==> src/rtl/pkt_pkg.sv <==
`timescale 1ns/1ps
package pkt_pkg;

  localparam int QW_W    = 128;
  localparam int DATA_W  = 64;
  localparam int ADDR_W  = 8;
  localparam int DESC_W  = 4;
  localparam int NDESC   = 16;
  localparam int LOOP_W  = 15;
  localparam int PRIM_W  = 11;
  localparam int IDX_W   = $clog2(NDESC);

  // header bit positions
  localparam int HB_END    = 15;
  localparam int HB_PRE    = 46;
  localparam int HB_PRIM   = 47;
  localparam int HB_MODE   = 58;
  localparam int HB_COUNT  = 60;
  localparam int HB_DESC   = 64;

  // descriptor codes
  localparam logic [DESC_W-1:0] DC_PRIM  = 4'h0;
  localparam logic [DESC_W-1:0] DC_COLOR = 4'h1;
  localparam logic [DESC_W-1:0] DC_TEXST = 4'h2;
  localparam logic [DESC_W-1:0] DC_TEXUV = 4'h3;
  localparam logic [DESC_W-1:0] DC_POSF  = 4'h4;
  localparam logic [DESC_W-1:0] DC_POS   = 4'h5;
  localparam logic [DESC_W-1:0] DC_FOG   = 4'hA;
  localparam logic [DESC_W-1:0] DC_ADDR  = 4'hE;
  localparam logic [DESC_W-1:0] DC_SKIP  = 4'hF;

  localparam logic [ADDR_W-1:0] RA_PRIM  = 8'h00;
  localparam logic [ADDR_W-1:0] RA_POSF_K = 8'h0C;
  localparam logic [ADDR_W-1:0] RA_POS_K  = 8'h0D;

  typedef enum logic [2:0] {
    ST_HDR, ST_PRESET, ST_PACKED, ST_LIST, ST_IMAGE
  } walk_state_e;

  typedef struct packed {
    logic [NDESC*DESC_W-1:0] descs;
    logic [DESC_W-1:0]       count;
    logic [1:0]              mode;
    logic [PRIM_W-1:0]       prim;
    logic                    pre;
    logic                    last_mark;
    logic [LOOP_W-1:0]       loops;
  } hdr_t;

  function automatic walk_state_e payload_state(input logic [1:0] mode);
    case (mode)
      2'd0:    return ST_PACKED;
      2'd1:    return ST_LIST;
      default: return ST_IMAGE;
    endcase
  endfunction

endpackage

==> src/rtl/pkt_hdr_fields.sv <==
`timescale 1ns/1ps
module pkt_hdr_fields
  import pkt_pkg::*;
(
  input  logic [QW_W-1:0] qw,
  output hdr_t            hdr,
  output logic            single_ad
);

  logic [DESC_W-1:0] desc_arr [NDESC];

  generate
    for (genvar g = 0; g < NDESC; g++) begin : g_desc
      assign desc_arr[g] = qw[HB_DESC + g*DESC_W +: DESC_W];
      assign hdr.descs[g*DESC_W +: DESC_W] = desc_arr[g];
    end
  endgenerate

  assign hdr.loops     = qw[LOOP_W-1:0];
  assign hdr.last_mark = qw[HB_END];
  assign hdr.pre       = qw[HB_PRE];
  assign hdr.prim      = qw[HB_PRIM +: PRIM_W];
  assign hdr.mode      = qw[HB_MODE +: 2];
  assign hdr.count     = qw[HB_COUNT +: DESC_W];

  assign single_ad = (hdr.count == 4'd1) && (desc_arr[0] == DC_ADDR);

endmodule

==> src/rtl/pkt_item_fmt.sv <==
`timescale 1ns/1ps
module pkt_item_fmt
  import pkt_pkg::*;
(
  input  logic [DESC_W-1:0] desc,
  input  logic [QW_W-1:0]   qw,
  output logic [ADDR_W-1:0] addr,
  output logic [DATA_W-1:0] data,
  output logic              no_write
);

  always_comb begin
    addr     = {{(ADDR_W-DESC_W){1'b0}}, desc};
    data     = qw[DATA_W-1:0];
    no_write = 1'b0;
    case (desc)
      DC_PRIM: begin
        data = {{(DATA_W-PRIM_W){1'b0}}, qw[PRIM_W-1:0]};
      end
      DC_COLOR: begin
        data = {32'd0, qw[103:96], qw[71:64], qw[39:32], qw[7:0]};
      end
      DC_TEXST: begin
        data = qw[63:0];
      end
      DC_TEXUV: begin
        data = {32'd0, 2'b00, qw[45:32], 2'b00, qw[13:0]};
      end
      DC_POSF: begin
        data = {qw[107:100], qw[91:68], qw[47:32], qw[15:0]};
        if (qw[111]) addr = RA_POSF_K;
      end
      DC_POS: begin
        data = {qw[95:64], qw[47:32], qw[15:0]};
        if (qw[111]) addr = RA_POS_K;
      end
      DC_FOG: begin
        data = {qw[107:100], 56'd0};
      end
      DC_ADDR: begin
        addr = qw[64 +: ADDR_W];
        data = qw[63:0];
      end
      DC_SKIP: begin
        no_write = 1'b1;
      end
      default: begin
        data = qw[DATA_W-1:0];
      end
    endcase
  end

endmodule

==> src/rtl/pkt_loop_walker.sv <==
`timescale 1ns/1ps
module pkt_loop_walker #(
  parameter int IDX_W  = 4,
  parameter int LOOP_W = 15
) (
  input  logic              clk,
  input  logic              rst_n,
  input  logic              load,
  input  logic [IDX_W-1:0]  load_count,
  input  logic [LOOP_W-1:0] load_loops,
  input  logic              step,
  output logic [IDX_W-1:0]  idx,
  output logic [LOOP_W-1:0] loops_left,
  output logic              group_end,
  output logic              last_item
);

  localparam logic [IDX_W-1:0]  IDX_ONE  = {{(IDX_W-1){1'b0}}, 1'b1};
  localparam logic [LOOP_W-1:0] LOOP_ONE = {{(LOOP_W-1){1'b0}}, 1'b1};

  logic [IDX_W-1:0]  idx_q, idx_d, idx_inc, count_q, count_d;
  logic [LOOP_W-1:0] loops_q, loops_d;
  logic              upd_en;

  assign idx_inc    = idx_q + IDX_ONE;
  assign group_end  = (idx_inc == count_q);
  assign last_item  = group_end && (loops_q == LOOP_ONE);
  assign idx        = idx_q;
  assign loops_left = loops_q;
  assign upd_en     = load | step;

  always_comb begin
    idx_d   = idx_q;
    loops_d = loops_q;
    count_d = count_q;
    if (load) begin
      idx_d   = '0;
      loops_d = load_loops;
      count_d = load_count;
    end else if (step) begin
      if (group_end) begin
        idx_d   = '0;
        loops_d = loops_q - LOOP_ONE;
      end else begin
        idx_d = idx_inc;
      end
    end
  end

  always_ff @(posedge clk or negedge rst_n) begin
    if (!rst_n) begin
      idx_q   <= '0;
      loops_q <= '0;
      count_q <= '0;
    end else if (upd_en) begin
      idx_q   <= idx_d;
      loops_q <= loops_d;
      count_q <= count_d;
    end
  end

  AST_IDX_UNDER_COUNT: assert property (@(posedge clk) disable iff (!rst_n)
    (count_q != '0) |-> (idx_q < count_q));

  AST_LOOP_DECREMENT: assert property (@(posedge clk) disable iff (!rst_n)
    (step && !load && group_end) |=> (loops_q == $past(loops_q) - LOOP_ONE));

endmodule

==> src/rtl/pkt_tag_unpack.sv <==
`timescale 1ns/1ps
module pkt_tag_unpack
  import pkt_pkg::*;
(
  input  logic               clk,
  input  logic               rst_n,
  input  logic               in_valid,
  output logic               in_ready,
  input  logic [QW_W-1:0]    in_data,
  output logic               wr_valid,
  input  logic               wr_ready,
  output logic [ADDR_W-1:0]  wr_addr,
  output logic [DATA_W-1:0]  wr_data,
  output logic               wr_last,
  output logic               wr_preset,
  output logic               img_valid,
  input  logic               img_ready,
  output logic [QW_W-1:0]    img_data,
  output logic               img_last,
  output logic               ad_only
);

  localparam logic [IDX_W-1:0] IDX_ONE = {{(IDX_W-1){1'b0}}, 1'b1};

  hdr_t                     hdr_in;
  logic                     single_ad_in;
  walk_state_e              state_q, state_d;
  logic [NDESC*DESC_W-1:0]  descs_q;
  logic [PRIM_W-1:0]        prim_q;
  logic [1:0]               mode_q;
  logic                     mark_q, adonly_q, half_q, half_d;
  logic                     hdr_load, walk_step;
  logic [IDX_W-1:0]         idx, load_count;
  logic [LOOP_W-1:0]        loops_left;
  logic                     group_end, last_item;
  logic [DESC_W-1:0]        cur_desc;
  logic [ADDR_W-1:0]        pk_addr;
  logic [DATA_W-1:0]        pk_data;
  logic                     pk_skip, ls_skip, ls_done;
  logic [DATA_W-1:0]        ls_item;

  pkt_hdr_fields u_fields (
    .qw        (in_data),
    .hdr       (hdr_in),
    .single_ad (single_ad_in)
  );

  assign cur_desc = descs_q[{idx, 2'b00} +: DESC_W];

  pkt_item_fmt u_fmt (
    .desc     (cur_desc),
    .qw       (in_data),
    .addr     (pk_addr),
    .data     (pk_data),
    .no_write (pk_skip)
  );

  assign load_count = hdr_in.mode[1] ? IDX_ONE : hdr_in.count;

  pkt_loop_walker #(
    .IDX_W  (IDX_W),
    .LOOP_W (LOOP_W)
  ) u_walk (
    .clk        (clk),
    .rst_n      (rst_n),
    .load       (hdr_load),
    .load_count (load_count),
    .load_loops (hdr_in.loops),
    .step       (walk_step),
    .idx        (idx),
    .loops_left (loops_left),
    .group_end  (group_end),
    .last_item  (last_item)
  );

  assign ls_item  = half_q ? in_data[QW_W-1:DATA_W] : in_data[DATA_W-1:0];
  assign ls_skip  = (cur_desc == DC_ADDR) || (cur_desc == DC_SKIP);
  assign ls_done  = in_valid && (ls_skip || wr_ready);
  assign img_data = in_data;
  assign ad_only  = adonly_q;

  // next state and outputs
  always_comb begin
    state_d   = state_q;
    half_d    = half_q;
    hdr_load  = 1'b0;
    walk_step = 1'b0;
    in_ready  = 1'b0;
    wr_valid  = 1'b0;
    wr_addr   = '0;
    wr_data   = '0;
    wr_last   = 1'b0;
    wr_preset = 1'b0;
    img_valid = 1'b0;
    img_last  = 1'b0;
    case (state_q)
      ST_HDR: begin
        in_ready = 1'b1;
        half_d   = 1'b0;
        if (in_valid) begin
          hdr_load = 1'b1;
          if (hdr_in.pre)
            state_d = ST_PRESET;
          else if (hdr_in.loops == '0)
            state_d = ST_HDR;
          else
            state_d = payload_state(hdr_in.mode);
        end
      end
      ST_PRESET: begin
        wr_valid  = 1'b1;
        wr_preset = 1'b1;
        wr_addr   = RA_PRIM;
        wr_data   = {{(DATA_W-PRIM_W){1'b0}}, prim_q};
        wr_last   = mark_q && (loops_left == '0);
        if (wr_ready)
          state_d = (loops_left == '0) ? ST_HDR : payload_state(mode_q);
      end
      ST_PACKED: begin
        wr_valid = in_valid && !pk_skip;
        wr_addr  = pk_addr;
        wr_data  = pk_data;
        wr_last  = in_valid && !pk_skip && mark_q && last_item;
        in_ready = pk_skip || wr_ready;
        if (in_valid && in_ready) begin
          walk_step = 1'b1;
          if (last_item) state_d = ST_HDR;
        end
      end
      ST_LIST: begin
        wr_valid = in_valid && !ls_skip;
        wr_addr  = {{(ADDR_W-DESC_W){1'b0}}, cur_desc};
        wr_data  = ls_item;
        wr_last  = in_valid && !ls_skip && mark_q && last_item;
        in_ready = (ls_skip || wr_ready) && (half_q || last_item);
        if (ls_done) begin
          walk_step = 1'b1;
          if (last_item) begin
            state_d = ST_HDR;
            half_d  = 1'b0;
          end else begin
            half_d = !half_q;
          end
        end
      end
      ST_IMAGE: begin
        img_valid = in_valid;
        img_last  = in_valid && mark_q && last_item;
        in_ready  = img_ready;
        if (in_valid && img_ready) begin
          walk_step = 1'b1;
          if (last_item) state_d = ST_HDR;
        end
      end
      default: state_d = ST_HDR;
    endcase
  end

  always_ff @(posedge clk or negedge rst_n) begin
    if (!rst_n) begin
      state_q <= ST_HDR;
      half_q  <= 1'b0;
    end else begin
      state_q <= state_d;
      half_q  <= half_d;
    end
  end

  always_ff @(posedge clk or negedge rst_n) begin
    if (!rst_n) begin
      descs_q  <= '0;
      prim_q   <= '0;
      mode_q   <= '0;
      mark_q   <= 1'b0;
      adonly_q <= 1'b0;
    end else if (hdr_load) begin
      descs_q  <= hdr_in.descs;
      prim_q   <= hdr_in.prim;
      mode_q   <= hdr_in.mode;
      mark_q   <= hdr_in.last_mark;
      adonly_q <= single_ad_in;
    end
  end

  AST_PRESET_BEFORE_DATA: assert property (@(posedge clk) disable iff (!rst_n)
    wr_preset |-> (!in_ready && wr_addr == RA_PRIM));

  AST_LAST_NEEDS_WRITE: assert property (@(posedge clk) disable iff (!rst_n)
    wr_last |-> wr_valid);

  AST_ONE_SINK: assert property (@(posedge clk) disable iff (!rst_n)
    !(wr_valid && img_valid));

  AST_PAYLOAD_HAS_LOOPS: assert property (@(posedge clk) disable iff (!rst_n)
    (state_q inside {ST_PACKED, ST_LIST, ST_IMAGE}) |-> (loops_left != '0));

  AST_STALL_BLOCKS_INPUT: assert property (@(posedge clk) disable iff (!rst_n)
    (state_q == ST_PACKED && wr_valid && !wr_ready) |-> !in_ready);

  AST_POSF_REDIRECT: assert property (@(posedge clk) disable iff (!rst_n)
    (state_q == ST_PACKED && cur_desc == DC_POSF && in_data[111] && wr_valid)
      |-> (wr_addr == RA_POSF_K));

  AST_REARM_AFTER_LAST: assert property (@(posedge clk) disable iff (!rst_n)
    (walk_step && last_item) |=> (state_q == ST_HDR));

endmodule

==> config.mk <==
export PLATFORM = sky130hd
export DESIGN_NAME = pkt_tag_unpack
export DESIGN_NICKNAME = d
export VERILOG_FILES = /design/src/rtl/pkt_pkg.sv /design/src/rtl/pkt_hdr_fields.sv /design/src/rtl/pkt_item_fmt.sv /design/src/rtl/pkt_loop_walker.sv /design/src/rtl/pkt_tag_unpack.sv
export SDC_FILE = /design/constraint.sdc
export NUM_CORES = 1
export LEC_CHECK = 0
export BUFFER_PORTS_ARGS = -buffer_cell sky130_fd_sc_hd__clkbuf_2
export CAP_MARGIN = 20
export CORE_MARGIN = 1
export CORE_UTILIZATION = 50
export CTS_CLUSTER_DIAMETER = 30
export DETAILED_ROUTE_END_ITERATION = 16
export PLACE_DENSITY = 0.93
export SETUP_SLACK_MARGIN = 0.4
export SLEW_MARGIN = 20
export SYNTH_ARGS = -nofsm -noshare
export SYNTH_HDL_FRONTEND = slang
export SYNTH_SLANG_ARGS = --single-unit
==> constraint.sdc <==
create_clock -name clk -period 8.6 [get_ports clk]
set_input_delay 0.86 -clock clk [delete_from_list [all_inputs] [get_ports clk]]
set_output_delay 0.86 -clock clk [all_outputs]
set_load 0.05 [all_outputs]
==> Flow_metrics.wiki <==
{| class="wikitable"
! Metric !! Value
|-
| Delay of the slowest cell on the worst path || 0.82 ns
|-
| Die outline area || ~18000 um2
|-
| Number of maximum-capacitance violations || 0
|-
| DR vias || between 9000 and 10000
|-
| Part of the power in combinational logic || 69.3%
|-
| Peak clock frequency supported by timing || 188 MHz
|-
| Synth Instances || about 1100
|-
| Clock latency reported for the late side of the worst-skew pair || 0.36 ns
|-
| Max Transition Viols Final || 0
|-
| Tightest Hold Check Type || flop to flop
|-
| Root Driver || sky130_fd_sc_hd__clkbuf_16
|-
| Per-instance average area after synthesis || 8.28 um2
|-
| Clock network fraction of design power || under 10%
|-
| Max_slew headroom || about a quarter
|-
| First-pass DRT Iterations || 8
|-
| Net count, final || around 1400
|-
| Primary FF master, synth || sky130_fd_sc_hd__dfrtp_1
|-
| Largest fanout of any net on the critical path || 28
|-
| Count of flip-flops with a built-in enable after synthesis || 0
|-
| Switching part of the total power || 58.3%
|-
| Power per cell area || 444 nW/um2
|-
| Number of sinks driven by the clock tree || 106
|-
| Antenna violations before repair || 0
|-
| Via-per-instance ratio || ~6.4
|-
| Internal Pwr Total || 0.00182 W
|-
| Maximum root-to-sink buffer count || 2
|-
| DIE WIDTH || 135 um
|-
| Average wire length per cell after detail routing || 23.8 um
|-
| Number of routed nets with antenna violations || 0
|-
| Vias in the first global route || 8333
|-
| Util after Layout || 57.2%
|-
| Hold buffer count at cts || 0
|-
| Unrepaired setup endpoints after global routing || false
|-
| Clock period minus final worst setup slack || ~5.3 ns
|-
| Commonest cells post-synth || 287 x sky130_fd_sc_hd__nand2_1, 131 x sky130_fd_sc_hd__buf_4, 106 x sky130_fd_sc_hd__dfrtp_1
|-
| Leakage dissipation || approximately 5 nW
|-
| Clock transition at the registers of the reported paths || 0.07 ns
|-
| TritonCTS clock tree || done
|-
| Power after layout || 0.00438 W
|-
| Cell types with the largest area share after synthesis || sky130_fd_sc_hd__dfrtp_1 30%, sky130_fd_sc_hd__nand2_1 12%, sky130_fd_sc_hd__buf_4 11%
|-
| Count of endpoints failing setup in the final report || 0
|-
| Maximum number of pins on one net before global-route repair || 112
|-
| Number of distinct library cell variants in the gate-level netlist after synthesis || between 70 and 80
|-
| Ys async rst share || 100%
|-
| First DRT Iteration DRCs || around 1300
|-
| Core Rows || between 40 and 50
|-
| DRC errors left || 0
|-
| Chain of cells forming the critical path || mux4_2, nand3_1, and4_1, nand2_4, nor2_4, a221oi_1, a211oi_1, clkbuf_2
|-
| Worst Setup End Kind || output pin
|-
| Estimated wirelength of the detail-placed design || 25.8 mm
|-
| Critical path startpoint category || flop
|-
| Layout overhead on the synthesized area || 12.3%
|-
| Result of the run || finished clean
|-
| Flop pwr share || 21.2%
|-
| Starting utilization of the core area || 51.0%
|-
| Layout cells sized above 1 || about 36%
|-
| Global placement routability congestion || 0.976
|-
| PostCTS Resize Cnt || 0
|-
| Area of the core || 17200 um2
|-
| Synthesis warning total || 0
|-
| Crit path required time || 7.74 ns
|-
| Wire length after detailed routing || between 30 and 40 mm
|-
| Syn Std Cell Area || 8790 um2
|-
| Aggregate global routing overflow || 0
|-
| Total negative slack for setup checks || 0 ns
|-
| Most used standard cell by instance count after synthesis || sky130_fd_sc_hd__nand2_1
|-
| Reported net switching power || 0.00255 W
|-
| Overall track demand over capacity in global routing || between 30% and 40%
|-
| Portion of the clock cycle consumed by the worst path in the final layout || 61.7%
|-
| Postcts setup bufs || 0
|-
| Antenna diode count || 0
|-
| Worst Setup Path Type || flop to output pin
|-
| WP data arrival || roughly 4.5 ns
|-
| Highest-delay cell along the critical path || sky130_fd_sc_hd__and4_1
|-
| Share of Yosys cell area claimed by the top area cell type || 30.2%
|-
| Total count of hold-check failures in the final report || 0
|-
| Number of top-level pins || 340
|-
| Count of input and output buffers || ~340
|-
| Total nets after synthesis || 1198
|-
| Clock Skew || 0.0109 ns
|-
| Worst VDD drop || 0.294 mV
|-
| Die Height || ~130 um
|-
| Seq/Total Area, Yosys || 30.2%
|-
| Cell taking the most area after synthesis || sky130_fd_sc_hd__dfrtp_1
|-
| Post-synthesis register bit count || 106
|-
| Number of H-tree branching levels || 3
|-
| Tightest Pin Transition || between 1 and 1.5 ns
|-
| First-pass GRT wire length || 51.3 mm
|-
| CTS buffer count || 9
|}
==> flip-flops by register name (all words and copies together), names as in the netlist <==
signal / cells
ad_only: 1
descs_q: 64
half_q: 1
mark_q: 1
mode_q: 2
prim_q: 11
state_q: 3
u_walk.count_q: 4
u_walk.idx: 4
u_walk.loops_left: 15
==> area by class of cell <==
| cell class | instances | area [um2] |
|---|---|---|
| Fill cell | 1519 | 7370 |
| Timing Repair Buffer | 351 | 1790 |
| Tap cell | 225 | 282 |
| Clock inverter | 7 | 67.6 |
| Multi-Input combinational cell | 721 | 4710 |
| Clock buffer | 9 | 225 |
| Inverter | 36 | 135 |
| Sequential cell | 106 | 2660 |
==> cell families (layout without fill, tap and decap cells) <==
kind of cell / after synthesis / count (layout) / share of synthesized area [%]
flip-flops: 106 / 106 / 30.2
adder cells (fa/ha/maj): 3 / 3 / 0.427
AO/OA/AOI/OAI: 215 / 215 / 20.2
AND/OR/NAND/NOR: 421 / 421 / 21.1
multiplexers: 76 / 76 / 11.0
buffers and inverters: 235 / 403 / 16.3
XOR/XNOR: 6 / 6 / 0.755
==> per-layer routing <==
| layer | vias up | global-route usage (%) | wire (um) |
|---|---|---|---|
| met1 | 4367 | 50.6 | 12700 |
| met2 | 794 | 58.5 | 15400 |
| met4 | 0 | 16.8 | 1850 |
| met3 | 139 | 10.5 | 4660 |
| li1 | 4011 | - | - |
| met5 | - | 0 | 0 |
==> stage by stage <==
stage                     setup slack [ns]  area (um2)  std cells  hold WS, ns
after floorplan                       4.28        8790       1062        0.440
final                                 3.29        9870       1455        0.483
after CTS                             3.22        9860       1454        0.480
after global placement                3.74        9560       1438        0.455
after detailed placement              3.58        9560       1438        0.462
after global routing                  3.05        9870       1455        0.499
==> critical path, delay by kind of cell (launching register included) <==
family	cells	cell delay [ns]
buffers and inverters	1	0.36
AND/OR/NAND/NOR	4	1.79
flip-flops	1	0.71
multiplexers	1	0.57
AO/OA/AOI/OAI	2	0.64
==> cells in the final DEF, fill, tap and decap left out, types with 17 or more instances in the layout <==
| cell type | count |
|---|---|
| sky130_fd_sc_hd__o21ai_0 | 26 |
| sky130_fd_sc_hd__a211oi_1 | 24 |
| sky130_fd_sc_hd__nand3_1 | 20 |
| sky130_fd_sc_hd__inv_1 | 36 |
| sky130_fd_sc_hd__mux2_2 | 25 |
| sky130_fd_sc_hd__mux2i_1 | 37 |
| sky130_fd_sc_hd__nor2_1 | 26 |
| sky130_fd_sc_hd__nor3_1 | 23 |
| sky130_fd_sc_hd__dfrtp_1 | 104 |
| sky130_fd_sc_hd__clkbuf_2 | 338 |
| sky130_fd_sc_hd__nand2_1 | 286 |
| sky130_fd_sc_hd__a21oi_1 | 17 |
| sky130_fd_sc_hd__a221oi_1 | 22 |
==> path summary, 6_finish.rpt <==
kind / start / endpoint / slack (ns) / depth (start not counted)
max: u_walk.idx[0] / wr_data[43] / 3.29 / 8
min: prim_q[2] / prim_q[2] / 0.48 / 2
max reg2reg: u_walk.idx[0] / u_walk.loops_left[13] / 4.43 / 7
min reg2reg: prim_q[2] / prim_q[2] / 0.48 / 2
max in group asynchronous: rst_n / u_walk.idx[0] / 6.88 / 2
min in group asynchronous: rst_n / u_walk.loops_left[6] / 0.49 / 1
==> power groups by stage <==
stage / combinational, W / clock [W] / sequential, W
after CTS: 0.00298 / 0.000417 / 0.000915
after global routing: 0.00320 / 0.000438 / 0.000948
after floorplan: 0.00242 / 0 / 0.000830
after global placement: 0.00290 / 0 / 0.000914
after detailed placement: 0.00296 / 0 / 0.000922
final: 0.00303 / 0.000416 / 0.000926
Note: power is estimated with default switching activity, not from simulation.
